<file path="src/rtl/prot_prog_pkg.sv">
package prot_prog_pkg;

  // Control word bit positions (shared by decode and read-back)
  localparam int unsigned CTRL_START_BIT = 0;
  localparam int unsigned CTRL_ARM_BIT   = 1;
  localparam int unsigned CTRL_BUSY_BIT  = 2;

  typedef enum logic {
    CMT_IDLE = 1'b0,
    CMT_WAIT = 1'b1
  } cmt_state_e;

endpackage

</file>
<file path="src/rtl/prot_stage_buf.sv">
module prot_stage_buf #(
  parameter int NREG  = 4,
  parameter int DW    = 8,
  parameter int IDX_W = 2
) (
  input  logic                     clk,
  input  logic                     rst,
  input  logic                     we,
  input  logic [IDX_W-1:0]         widx,
  input  logic [DW-1:0]            wdata,
  input  logic                     flush,
  output logic [NREG-1:0][DW-1:0]  mask,
  output logic                     any_valid
);

  logic [NREG-1:0]            slot_v;
  logic [NREG-1:0][IDX_W-1:0] slot_idx;
  logic [NREG-1:0][DW-1:0]    slot_d;
  logic [NREG-1:0]            hit;
  logic [NREG-1:0]            free;
  logic [IDX_W-1:0]           tgt;
  logic                       tgt_ok;

  genvar s;
  generate
    for (s = 0; s < NREG; s++) begin : g_slot
      assign hit[s]  = slot_v[s] && (slot_idx[s] == widx);
      assign free[s] = !slot_v[s];
    end
  endgenerate

  // Slot choice: a matching slot wins, else the lowest free slot
  always_comb begin
    tgt    = '0;
    tgt_ok = 1'b0;
    for (int i = NREG - 1; i >= 0; i--) begin
      if (free[i]) begin
        tgt    = IDX_W'(i);
        tgt_ok = 1'b1;
      end
    end
    for (int i = 0; i < NREG; i++) begin
      if (hit[i]) begin
        tgt    = IDX_W'(i);
        tgt_ok = 1'b1;
      end
    end
  end

  always_ff @(posedge clk) begin
    if (rst || flush) begin
      slot_v <= '0;
    end else if (we && tgt_ok) begin
      slot_v[tgt]   <= 1'b1;
      slot_idx[tgt] <= widx;
      slot_d[tgt]   <= wdata;
    end
  end

  // Per-register clear mask; all ones where nothing is staged
  always_comb begin
    for (int r = 0; r < NREG; r++) begin
      mask[r] = '1;
      for (int i = 0; i < NREG; i++) begin
        if (slot_v[i] && (slot_idx[i] == IDX_W'(r))) begin
          mask[r] = mask[r] & slot_d[i];
        end
      end
    end
  end

  assign any_valid = |slot_v;


  dup_slot_chk: assert property (@(posedge clk) disable iff (rst)
    $onehot0(hit));


  stage_room_chk: assert property (@(posedge clk) disable iff (rst)
    we |-> tgt_ok);

endmodule

</file>
<file path="src/rtl/prot_commit_fsm.sv">
module prot_commit_fsm
  import prot_prog_pkg::*;
#(
  parameter int CW = 8
) (
  input  logic          clk,
  input  logic          rst,
  input  logic          start,
  input  logic [CW-1:0] dly,
  output logic          busy,
  output logic          done
);

  cmt_state_e    state;
  logic [CW-1:0] cnt;

  always_ff @(posedge clk) begin
    if (rst) begin
      state <= CMT_IDLE;
      cnt   <= '0;
    end else begin
      case (state)
        CMT_IDLE: begin
          if (start) begin
            state <= CMT_WAIT;
            cnt   <= dly;
          end
        end
        CMT_WAIT: begin
          if (cnt == '0) begin
            state <= CMT_IDLE;
          end else begin
            cnt <= cnt - 1'b1;
          end
        end
        default: state <= CMT_IDLE;
      endcase
    end
  end

  assign busy = (state == CMT_WAIT);
  assign done = busy && (cnt == '0);


  hold_busy_chk: assert property (@(posedge clk) disable iff (rst)
    (busy && (cnt != '0)) |=> busy);


  done_end_chk: assert property (@(posedge clk) disable iff (rst)
    done |=> !busy);


  start_idle_chk: assert property (@(posedge clk) disable iff (rst)
    start |-> !busy);

endmodule

</file>
<file path="src/rtl/prot_reg_bank.sv">
module prot_reg_bank #(
  parameter int NREG = 4,
  parameter int DW   = 8
) (
  input  logic                    clk,
  input  logic                    rst,
  input  logic                    apply,
  input  logic [NREG-1:0][DW-1:0] mask,
  output logic [NREG-1:0][DW-1:0] regs
);

  genvar r;
  generate
    for (r = 0; r < NREG; r++) begin : g_reg
      always_ff @(posedge clk) begin
        if (rst) begin
          regs[r] <= '1;
        end else if (apply) begin
          regs[r] <= regs[r] & mask[r];
        end
      end
    end
  endgenerate


  no_set_chk: assert property (@(posedge clk) disable iff (rst)
    !rst |=> ((regs & ~$past(regs)) == '0));


  keep_chk: assert property (@(posedge clk) disable iff (rst)
    !apply |=> $stable(regs));

endmodule

</file>
<file path="src/rtl/prot_prog_top.sv">
module prot_prog_top
  import prot_prog_pkg::*;
#(
  parameter int NREG    = 4,
  parameter int DW      = 8,
  parameter int DLY_RST = 3,
  parameter int AW      = $clog2(NREG + 2)
) (
  input  logic          clk,
  input  logic          rst,
  input  logic          wr_en,
  input  logic [AW-1:0] wr_addr,
  input  logic [DW-1:0] wr_data,
  input  logic [AW-1:0] rd_addr,
  output logic [DW-1:0] rd_data,
  output logic          busy
);

  localparam int IDX_W = (NREG > 1) ? $clog2(NREG) : 1;
  localparam logic [AW-1:0] CTRL_ADDR = AW'(NREG);
  localparam logic [AW-1:0] DLY_ADDR  = AW'(NREG + 1);

  logic                    arm_q;
  logic [DW-1:0]           dly_q;
  logic [DW-1:0]           rd_q;
  logic [DW-1:0]           ctrl_word;
  logic [NREG-1:0][DW-1:0] mask;
  logic [NREG-1:0][DW-1:0] regs;
  logic                    any_valid;
  logic                    done;
  logic                    wr_is_reg;
  logic                    stage_we;
  logic                    ctrl_we;
  logic                    dly_we;
  logic                    new_arm;
  logic                    start_req;
  logic                    start_go;
  logic                    start_empty;
  logic                    flush;

  // Write decode; every write is dropped while busy
  assign wr_is_reg   = (wr_addr < AW'(NREG));
  assign stage_we    = wr_en && !busy && wr_is_reg && arm_q;
  assign ctrl_we     = wr_en && !busy && (wr_addr == CTRL_ADDR);
  assign dly_we      = wr_en && !busy && (wr_addr == DLY_ADDR);
  assign new_arm     = wr_data[CTRL_ARM_BIT];
  assign start_req   = ctrl_we && wr_data[CTRL_START_BIT] && new_arm;
  assign start_go    = start_req && any_valid;
  assign start_empty = start_req && !any_valid;
  assign flush       = done || (ctrl_we && !new_arm) || start_empty;

  prot_stage_buf #(
    .NREG  (NREG),
    .DW    (DW),
    .IDX_W (IDX_W)
  ) stage_i (
    .clk       (clk),
    .rst       (rst),
    .we        (stage_we),
    .widx      (wr_addr[IDX_W-1:0]),
    .wdata     (wr_data),
    .flush     (flush),
    .mask      (mask),
    .any_valid (any_valid)
  );

  prot_commit_fsm #(
    .CW (DW)
  ) fsm_i (
    .clk   (clk),
    .rst   (rst),
    .start (start_go),
    .dly   (dly_q),
    .busy  (busy),
    .done  (done)
  );

  prot_reg_bank #(
    .NREG (NREG),
    .DW   (DW)
  ) bank_i (
    .clk   (clk),
    .rst   (rst),
    .apply (done),
    .mask  (mask),
    .regs  (regs)
  );

  // Arm bit: self-clears on completion or on an empty start
  always_ff @(posedge clk) begin
    if (rst) begin
      arm_q <= 1'b0;
    end else if (done) begin
      arm_q <= 1'b0;
    end else if (ctrl_we) begin
      arm_q <= new_arm && !start_empty;
    end
  end

  always_ff @(posedge clk) begin
    if (rst) begin
      dly_q <= DW'(DLY_RST);
    end else if (dly_we) begin
      dly_q <= wr_data;
    end
  end

  always_comb begin
    ctrl_word                = '0;
    ctrl_word[CTRL_ARM_BIT]  = arm_q;
    ctrl_word[CTRL_BUSY_BIT] = busy;
  end

  // Registered read port
  always_ff @(posedge clk) begin
    if (rst) begin
      rd_q <= '0;
    end else if (rd_addr < AW'(NREG)) begin
      rd_q <= busy ? '1 : regs[rd_addr[IDX_W-1:0]];
    end else if (rd_addr == CTRL_ADDR) begin
      rd_q <= ctrl_word;
    end else if (rd_addr == DLY_ADDR) begin
      rd_q <= dly_q;
    end else begin
      rd_q <= '0;
    end
  end

  assign rd_data = rd_q;


  empty_start_chk: assert property (@(posedge clk) disable iff (rst)
    start_empty |=> (!busy && !arm_q));


  desel_flush_chk: assert property (@(posedge clk) disable iff (rst)
    (ctrl_we && !new_arm) |=> !any_valid);


  busy_dly_chk: assert property (@(posedge clk) disable iff (rst)
    (busy && wr_en) |=> $stable(dly_q));


  busy_rd_chk: assert property (@(posedge clk) disable iff (rst)
    (busy && (rd_addr < AW'(NREG))) |=> (rd_data == '1));


  arm_drop_chk: assert property (@(posedge clk) disable iff (rst)
    $fell(busy) |-> !arm_q);

endmodule

</file>
<file path="config.mk">
export PLATFORM = sky130hd
export DESIGN_NAME = prot_prog_top
export DESIGN_NICKNAME = d
export VERILOG_FILES = /design/src/rtl/prot_prog_pkg.sv /design/src/rtl/prot_stage_buf.sv /design/src/rtl/prot_commit_fsm.sv /design/src/rtl/prot_reg_bank.sv /design/src/rtl/prot_prog_top.sv
export SDC_FILE = /design/constraint.sdc
export NUM_CORES = 1
export LEC_CHECK = 0
export BUFFER_PORTS_ARGS = -buffer_cell sky130_fd_sc_hd__buf_4
export CAP_MARGIN = 15
export CORE_UTILIZATION = 66
export DETAILED_ROUTE_END_ITERATION = 10
export HOLD_SLACK_MARGIN = 0.05
export PLACE_DENSITY = 0.85
export SYNTH_ARGS = -nofsm -noshare
export SYNTH_HDL_FRONTEND = slang
export SYNTH_HIERARCHICAL = 1
export SYNTH_SLANG_ARGS = --single-unit
</file>
<file path="constraint.sdc">
create_clock -name clk -period 4.5 [get_ports clk]
set_clock_uncertainty 0.05 [all_clocks]
set_input_delay 0.45 -clock clk [delete_from_list [all_inputs] [get_ports clk]]
set_output_delay 0.45 -clock clk [all_outputs]
set_load 0.02 [all_outputs]
</file>
==> impl_metrics.toml <==
[worst_hold_path]
hold_depth = 1
hold_path.class = "in -> reg"
min_from = "wr_data[7]"

[power_and_ir_drop]
internal_power_uw = 1280
p_leak_uw = 0.00169
power_frac_comb_pct = 4.4
peakVddDrop_mv = 0.179
switching_share_pct = 22.1
p_seq_share_pct = 59.0
switchingPower_uw = 362
power_per_cell_area_nw_per_um2 = 311
power.total_uw = 1640
pwr-share-clk_pct = 36.6

[layout]
layout.nets = 513
diodes = 0
fin_area_um2 = 5280
fill_cells = 514
drive_gt1_share_pct = 14.8
synthToLayoutAreaGrowth_pct = 7.30

[clock_network]
clkTransAtPathRegs_ns = 0.10
cts_setup_buffers = 0
cts_buffers = 9
clockRootBuffer = "clkbuf_8"
h-tree-depth = 3
hold_buffers = 0
clockBufferDepth = 2
clock_latency_ns = 0.36
cts_tree = "yes"
cts.repair.resized = 0
cts.sinks = 102

[sta]
maxSlewHeadroom_pct = 40.9
hold_violations = 0
rsz0062_at_grt = "no"
timing.fmax_mhz = 308
setup-violations-final = 0
fin_tns_setup_ns = 0
whs_ns = 0.268
layout_setup_ws_ns = 1.25
slew_violations = 0
period_share_pct = 72.2
worst_pin_slew_ns = 0.884
min_period_ns = 3.25

[die]
rows = 31
dieHeight_um = 88.4
dieArea_um2 = 7810
io_pins = 26
start_util_pct = 68.2
core_area_um2 = 7210
die_w_um = 88.4

[yosys]
syn_nets = 504
syn_area_per_cell_um2 = 10.1
synth.cell_area_um2 = 4920
yosysSeqAreaShare_pct = 49.6
synthFlopType = "dfxtp_1"
synth.ff_latch_count = 102
syn_inst = 485
synth_edf_count = 40
ys_types = 62
yosysWarnings = 6
synth_async_sr_flop_share_pct = 0

[routing]
wire_per_inst_um = 20.7
via_per_inst = 6.77
final_antenna_net_count = 0
drtIter0Drc = 528
wl_um = 12400
drc = 0
vias = 4049
firstDrtPassIters = 6

[global_routing]
grt_overflow = 0
grt_antenna_before_repair = 0
grt_usage_pct = 32.9
grt_pass1_wl_um = 18800
grt_max_degree = 61
grt_pass1_vias = 3777

[critical_path]
cp_slowest_cell = "nor2_1"
reg2reg_slack_ns = 1.25
reg2reg_depth = 10
critical_path.cell_chain = "inv_1 > ha_1 > or4b_4 > nor2_2 > buf_4 > a21o_1 > nor2_1 > nand2_1 > or3_4 > nor2_1"
end_kind = "flip-flop"
crit_required_ns = 4.45
cp-start-kind = "flip-flop"
path_max_fanout = 34
worstPathArrival_ns = 3.20
reg2reg_to = "stage_i/slot_d[13]"
crit_path_start = "fsm_i/cnt[0]"
crit_top_cell = "nor2_1"
crit_family = "simple AND/OR/NAND/NOR gates"
crit_end = "stage_i/slot_d[13]"
cp_num_buf_inv = 2
crit_cells = 10
path_class = "reg -> reg"
rr_startpoint = "fsm_i/cnt[0]"
critical_path.max_stage_delay_ns = 0.68

[placement]
dpl.hpwl_um = 8550
pre_cts_slack_ns = 1.30
gp_congestion = 0.879
numPortBuffers = 25
place_area_um2 = 5070

[flow_run]
cap_violations = 0

[run_status]
status = "completed"
[synthesized netlist by cell type, types with 2 or more instances]
cell type / instances / area (µm²)
o22ai_1: 72 / 450
dfxtp_1: 62 / 1240
nor2_1: 43 / 161
edfxtp_1: 40 / 1200
a21o_1: 33 / 248
nand2b_1: 33 / 206
o21ai_0: 19 / 95.1
mux2_2: 17 / 191
nand2_1: 15 / 56.3
a21oi_1: 12 / 60.1
nand3_1: 12 / 60.1
buf_2: 11 / 55.1
nand3b_1: 9 / 67.6
clkbuf_1: 8 / 30.0
a211oi_1: 7 / 52.6
inv_1: 7 / 26.3
nor2b_1: 6 / 37.5
xnor2_1: 6 / 52.6
buf_6: 5 / 56.3
nor3_1: 5 / 25.0
a21boi_0: 4 / 30.0
and3_1: 4 / 25.0
mux2i_1: 4 / 40.0
o21a_1: 3 / 22.5
or3_1: 3 / 18.8
a211o_1: 2 / 17.5
a31oi_1: 2 / 12.5
ha_1: 2 / 25.0
o21ai_2: 2 / 17.5
or3b_1: 2 / 17.5
or3b_2: 2 / 17.5
or4b_4: 2 / 27.5
xor2_1: 2 / 17.5
[cell families (layout without fill, tap and decap cells)]
logic type               after synthesis  after routing  share of synthesized area (%)
adder cells (fa/ha/maj)                2              2                          0.508
flip-flops                           102            102                           49.6
multiplexers                          21             21                           4.70
AND/OR/NAND/NOR                      150            150                           17.2
AO/OA/AOI/OAI                        166            166                           22.3
XOR/XNOR                               8              8                           1.42
buffers and inverters                 36             50                           4.22
[worst register-to-register path: stages (launching register included)]
cell and delay, ns:
dfxtp_1 0.37, inv_1 0.09, ha_1 0.19, or4b_4 0.24, nor2_2 0.04, buf_4 0.22, a21o_1 0.19, nor2_1 0.25
nand2_1 0.12, or3_4 0.42, nor2_1 0.68
[cells in the final DEF (no fill, tap or decap), drive strengths merged, types with 2 or more instances in the layout]
master,netlist,routed
a211o,2,2
a211oi,8,8
a21boi,5,5
a21o,33,33
a21oi,12,12
a31oi,2,2
and3,4,4
and4b,2,2
buf,19,27
bufinv,0,2
clkbuf,9,9
clkinv,0,2
dfxtp,62,62
edfxtp,40,40
ha,2,2
inv,7,9
mux2,17,17
mux2i,4,4
nand2,15,15
nand2b,33,33
nand3,12,12
nand3b,9,9
nor2,44,44
nor2b,6,6
nor3,5,5
o21a,3,3
o21ai,22,22
o22ai,73,73
or3,4,4
or3b,4,4
or4b,2,2
xnor2,6,6
xor2,2,2
[worst min-delay path by stage]
stage / endpoint / slack, ns
3_3_place_gp: bank_i/regs[24] / 0.38
2_1_floorplan: bank_i/regs[31] / 0.37
4_1_cts: stage_i/slot_d[16] / 0.26
3_5_place_dp: bank_i/regs[0] / 0.39
6_report: stage_i/slot_d[7] / 0.27
5_1_grt: stage_i/slot_d[7] / 0.25
[power by group through the flow]
stage	combinational (µW)	clock (µW)	sequential [µW]
2_1_floorplan	41.1	0	993
3_3_place_gp	69.9	0	988
3_5_place_dp	71.4	0	989
4_1_cts	72.1	606	967
5_1_grt	77.7	648	968
6_report	73.0	601	967
[routing by layer]
metal  wire [µm]  global-route usage [%]  vias to the layer above
met3         997                    6.34                       71
met5           0                       0                        -
li1            -                       -                     1840
met1        4850                    39.2                     1880
met4         534                    19.1                        0
met2        5970                    55.7                      258
[stage by stage]
step	util [%]	instances
floorplan	-	485
global route	73.2	598
CTS	73.2	598
detailed placement	70.3	582
finish	73.2	598
global placement	70.3	582
[state kept, by name (all words and copies together), names as in the netlist]
signal	count
fsm_i/cnt	8
arm_q	1
fsm_i/busy	1
stage_i/slot_v	4
stage_i/slot_d	32
bank_i/regs	32
rd_data	8
stage_i/slot_idx	8
dly_q	8
[final cells by class]
class | instances | area, µm² | share of cell area (%)
Inverter | 7 | 26.3 | 0.498
Sequential cell | 102 | 2440 | 46.2
Clock buffer | 9 | 124 | 2.35
Clock inverter | 7 | 87.6 | 1.66
Multi-Input combinational cell | 347 | 2270 | 43.1
Timing Repair Buffer | 27 | 203 | 3.84
Tap cell | 99 | 124 | 2.35
(Power assumes the default switching activity.)
